--- src/rtl/cgt_pkg.sv ---
package cgt_pkg;
  // Strobes from the prescaler control to the datapath
  typedef struct packed {
    logic preRise;  // prescaled clock rising phase
    logic preFall;  // prescaled clock falling phase
  } tmrStrobe_t;
endpackage

--- src/rtl/cgt_ctrl.sv ---
module cgt_ctrl
  import cgt_pkg::*;
#(
  parameter int PRE_SEL_W = 2
) (
  input  logic                 clk,
  input  logic                 rstN,
  input  logic                 srcRise,
  input  logic                 srcFall,
  input  logic [PRE_SEL_W-1:0] preSel,
  output tmrStrobe_t           strb
);
  localparam int MAX_RATIO = 1 << ((1 << PRE_SEL_W) - 1);
  localparam int PHASE_W   = (MAX_RATIO > 1) ? $clog2(MAX_RATIO) : 1;
  localparam logic [PHASE_W:0] ONE = 1;

  logic [PHASE_W-1:0] phase;
  logic [PHASE_W:0]   ratio;
  logic [PHASE_W:0]   lastPhase;
  logic [PHASE_W:0]   fallPhase;
  logic [PHASE_W:0]   phaseExt;

  always_comb begin
    ratio     = ONE << preSel;
    lastPhase = ratio - ONE;
    fallPhase = (ratio == ONE) ? '0 : ONE;
    phaseExt  = {1'b0, phase};
    strb.preRise = srcRise && (phase == '0);
    strb.preFall = srcFall && (phaseExt == fallPhase);
  end

  // Phase counts source rises modulo the ratio
  always_ff @(posedge clk) begin
    if (!rstN) begin
      phase <= '0;
    end else if (srcRise) begin
      if (phaseExt >= lastPhase) phase <= '0;
      else                       phase <= phase + 1'b1;
    end
  end
endmodule

--- src/rtl/cgt_dp.sv ---
module cgt_dp
  import cgt_pkg::*;
#(
  parameter int NCH   = 2,
  parameter int CNT_W = 16
) (
  input  logic             clk,
  input  logic             rstN,
  input  logic [NCH-1:0]   cmpRaw,
  input  logic [NCH-1:0]   invEn,
  input  logic [NCH-1:0]   pinOutEn,
  input  logic [NCH-1:0]   pinTris,
  input  logic [NCH-1:0]   gpioOut,
  input  logic             extGate,
  input  logic             gateSel,
  input  logic             syncEn,
  input  logic             cntEn,
  input  tmrStrobe_t       strb,
  output logic [NCH-1:0]   cmpOut,
  output logic [NCH-1:0]   pinDrive,
  output logic [NCH-1:0]   pinOe,
  output logic [CNT_W-1:0] count,
  output logic             ovf
);
  localparam int GATE_CH = 1;  // comparator 2

  // Per-channel polarity and pin path
  for (genvar ch = 0; ch < NCH; ch++) begin : gChan
    assign cmpOut[ch]   = cmpRaw[ch] ^ invEn[ch];
    assign pinDrive[ch] = pinOutEn[ch] ? cmpOut[ch] : gpioOut[ch];
    assign pinOe[ch]    = ~pinTris[ch];
  end

  // Comparator 2 capture on the prescaled falling phase
  logic c2Latch;
  always_ff @(posedge clk) begin
    if (!rstN)             c2Latch <= 1'b0;
    else if (strb.preFall) c2Latch <= cmpOut[GATE_CH];
  end

  logic c2Gate, gateVal, incr;
  always_comb begin
    c2Gate  = syncEn ? c2Latch : cmpOut[GATE_CH];
    gateVal = gateSel ? c2Gate : extGate;
    incr    = strb.preRise && cntEn && gateVal;
  end

  // Counter on the prescaled rising phase
  always_ff @(posedge clk) begin
    if (!rstN) begin
      count <= '0;
      ovf   <= 1'b0;
    end else begin
      ovf <= incr && (&count);
      if (incr) count <= count + 1'b1;
    end
  end

  AST_CNT_HOLD: assert property (@(posedge clk) disable iff (!rstN)
    !strb.preRise |=> $stable(count));
  AST_CNT_STEP: assert property (@(posedge clk) disable iff (!rstN)
    (strb.preRise && cntEn && gateVal) |=> (count == CNT_W'($past(count) + 1'b1)));
  AST_SYNC_HOLD: assert property (@(posedge clk) disable iff (!rstN)
    !strb.preFall |=> $stable(c2Latch));
  AST_OVF_WRAP: assert property (@(posedge clk) disable iff (!rstN)
    ovf |-> (count == '0));
  AST_OVF_SINGLE: assert property (@(posedge clk) disable iff (!rstN)
    ovf |=> !ovf);
endmodule

--- src/rtl/cmp_gate_timer.sv ---
module cmp_gate_timer
  import cgt_pkg::*;
#(
  parameter int NCH       = 2,
  parameter int CNT_W     = 16,
  parameter int PRE_SEL_W = 2
) (
  input  logic                 clk,
  input  logic                 rstN,
  input  logic [NCH-1:0]       cmpRaw,
  input  logic [NCH-1:0]       invEn,
  input  logic [NCH-1:0]       pinOutEn,
  input  logic [NCH-1:0]       pinTris,
  input  logic [NCH-1:0]       gpioOut,
  input  logic                 extGate,
  input  logic                 gateSel,
  input  logic                 syncEn,
  input  logic                 cntEn,
  input  logic [PRE_SEL_W-1:0] preSel,
  input  logic                 srcRise,
  input  logic                 srcFall,
  output logic [NCH-1:0]       cmpOut,
  output logic [NCH-1:0]       pinDrive,
  output logic [NCH-1:0]       pinOe,
  output logic [CNT_W-1:0]     count,
  output logic                 ovf
);
  tmrStrobe_t strb;

  cgt_ctrl #(.PRE_SEL_W(PRE_SEL_W)) u_ctrl (
    .clk(clk), .rstN(rstN), .srcRise(srcRise), .srcFall(srcFall),
    .preSel(preSel), .strb(strb)
  );

  cgt_dp #(.NCH(NCH), .CNT_W(CNT_W)) u_dp (
    .clk(clk), .rstN(rstN), .cmpRaw(cmpRaw), .invEn(invEn),
    .pinOutEn(pinOutEn), .pinTris(pinTris), .gpioOut(gpioOut),
    .extGate(extGate), .gateSel(gateSel), .syncEn(syncEn), .cntEn(cntEn),
    .strb(strb), .cmpOut(cmpOut), .pinDrive(pinDrive), .pinOe(pinOe),
    .count(count), .ovf(ovf)
  );
endmodule

--- config.mk ---
export PLATFORM = sky130hd
export DESIGN_NAME = cmp_gate_timer
export DESIGN_NICKNAME = d
export VERILOG_FILES = /design/src/rtl/cgt_pkg.sv /design/src/rtl/cgt_ctrl.sv /design/src/rtl/cgt_dp.sv /design/src/rtl/cmp_gate_timer.sv
export SDC_FILE = /design/constraint.sdc
export NUM_CORES = 1
export LEC_CHECK = 0
export BUFFER_PORTS_ARGS = -buffer_cell sky130_fd_sc_hd__buf_2
export CAP_MARGIN = 20
export CORE_MARGIN = 1.5
export CORE_UTILIZATION = 48
export CTS_CLUSTER_SIZE = 14
export DETAILED_ROUTE_END_ITERATION = 12
export GPL_TIMING_DRIVEN = 0
export PLACE_DENSITY = 0.89
export SYNTH_ARGS = -nofsm -noshare
export SYNTH_HDL_FRONTEND = slang
export SYNTH_SLANG_ARGS = --single-unit
--- constraint.sdc ---
create_clock -name clk -period 2.2 [get_ports clk]
set_clock_uncertainty 0.2 [all_clocks]
set_input_delay 0.44 -clock clk [delete_from_list [all_inputs] [get_ports clk]]
set_output_delay 0.44 -clock clk [all_outputs]
set_load 0.1 [all_outputs]
==> flow_summary.toml <==
[run_status]
status = "complete, no violations"

[worst_setup_path]
worst-path-max-fanout = 8
setup.worst_path.class = "reg2reg"
end_kind = "register"
cp.required_ns = 2.24
startpoint_type = "register"
reg2reg_depth = 6
arrival_ns = 2.09

[timing]
whs_ns = 0.198
setup_ws_ns = 0.146
finalSetupViolCount = 0
tns_ns = 0
max_freq_mhz = 487
hold_viol_final = 0
layout_min_cycle_time_ns = 2.05
rsz0062_at_grt = "no"
maxSlewViolCount = 0
tightest_slew_ns = 0.489
relSlewSlack_pct = 67.6
post-route-period-util_pct = 93.4

[synthesis]
avgSynthCellArea_um2 = 8.81
synth_area_um2 = 1190
synthDistinctLibCells = 36
synth_top_area_cell = "dfxtp_1"
synth_top_area_share_pct = 35.3
synth-async-reset-ratio_pct = 0
ys.flop_type = "dfxtp_1"
ys_seq_area_share_pct = 35.3
ys_ff_latch = 21
yosys_warnings = 0
ys_top_cells_by_area = "dfxtp_1 (35%), o31ai_1 (7.6%), or4_1 (7.6%)"
syn_inst = 135
syn_nets = 161
synth-edff-count = 0

[global_routing]
grt_max_degree = 13
grt_pass1_vias = 1087
antenna_found_initial = 0
grt_overflow = 0
grt_pass1_wl_um = 4770
grt.total_usage_pct = 22.8

[clock_network]
cts_root_buf = "clkbuf_4"
post_cts_buffers = 0
clkTransAtPathRegs_ns = 0.13
cts-htree-levels = 1
cts_inserted_buffers = 3
clockBufferDepth = 2
postCtsResizedCells = 0
cts_tree = "built"
hold_buffers = 0
cts_sinks = 21
worstSkewPairLatency_ns = 0.30

[placement]
dp_slack_ns = -0.0297
io_buffers = 41
hpwl_um = 2170
place_area_um2 = 1500
place.gp.congestion = 0.899

[cells_and_area]
n_antenna_cell = 0
drive_above_1_share_pct = 39.2
final_common_cell = "buf_2"
finish.instance_area_um2 = 1530
nNetsFinal = 208
area_delta_synth_final_pct = 28.6
layout_common_cells = "buf_2 (43), a21oi_1 (15), dfxtp_2 (13), o31ai_1 (12), or4_1 (12)"

[die]
core-area_um2 = 2280
start_util_pct = 52.3
die_area_um2 = 2790
io_pins = 43
rows = 17
fp.dieW_um = 52.8
die_h_um = 52.8

[route]
drc = 0
via_per_inst = 5.93
wl_per_cell_um = 13.5
via_count = 1239
drtPass1Iterations = 4
drt-initial-drc-count = 26
routed_wl_um = 2830
route.antenna.remaining_nets = 0

[pwr]
vdd_drop_max_mv = 0.561
p_per_area_nw_per_um2 = 524
p_total_uw = 802
power.leakage_uw = 0.000640

[hold_path]
holdPathStages = 3
hp-class = "in2reg"

[run]
max_cap_viol_count = 0
layout make-up:
type / count / area, um2
Sequential cell: 21 / 437
Multi-Input combinational cell: 100 / 754
Tap cell: 28 / 35.0
Clock buffer: 3 / 22.5
Timing Repair Buffer: 42 / 213
Fill cell: 202 / 746
Inverter: 8 / 30.0
Clock inverter: 1 / 5.00
Buffer: 6 / 33.8
per-layer routing:
layer	vias up	part of all wire, %	GRT usage (%)
li1	604	-	-
met1	576	42	27.3
met2	57	51	41.5
met3	2	6.8	3.14
met4	0	0.60	7.26
met5	-	0	0
synth_stat cells (3+ instances only):
library cell / instances
nand2_1: 10
or4_1: 12
dfxtp_1: 21
ha_1: 6
inv_1: 7
nand4_1: 3
mux2i_1: 3
a21oi_1: 15
nand3_1: 4
o31ai_1: 12
clkbuf_1: 3
o21ai_0: 3
a211oi_1: 3
registers in the layout (all words and copies together) (netlist names):
| name | count |
|---|---|
| u_dp.c2Latch | 1 |
| u_ctrl.phase | 3 |
| u_dp.count | 16 |
| u_dp.ovf | 1 |
final timing paths:
kind | to | startpoint | slack (ns)
worst max-delay path | u_dp.count[15] | u_ctrl.phase[0] | 0.15
worst min-delay path | u_dp.ovf | rstN | 0.20
worst max register to register | u_dp.count[15] | u_ctrl.phase[0] | 0.15
worst min register to register | u_dp.count[8] | u_dp.count[8] | 0.29
critical path, cell delays in order (launching register included):
cell and delay (ns):
dfxtp_1 0.36, inv_1 0.10, ha_1 0.16, and4b_1 0.25, nand4_2 0.22, or4_1 0.56
a21oi_1 0.15
cells by family (layout without fill, tap and decap cells):
| logic type | count (synthesis) | in the layout | share of synthesized area, % |
|---|---|---|---|
| xor+xnor | 4 | 4 | 3.58 |
| simple gates | 49 | 49 | 25.8 |
| flops | 21 | 21 | 35.3 |
| fa+ha+maj | 6 | 6 | 6.31 |
| mux | 5 | 5 | 4.42 |
| buf+inv | 14 | 60 | 5.26 |
| compound gates | 36 | 36 | 19.3 |
report_power, final:
group          internal [uW]  switching, uW
Sequential               387           6.57
Clock                   67.6            123
Combinational           63.8            154
Total                    518            284
per-stage QoR:
stage | cells | util (%)
finish | 209 | 67.2
global route | 209 | 67.2
CTS | 208 | 66.9
detailed placement | 204 | 65.7
global placement | 204 | 65.7
floorplan | 135 | -
No activity file was read; power rests on OpenSTA's default activity.
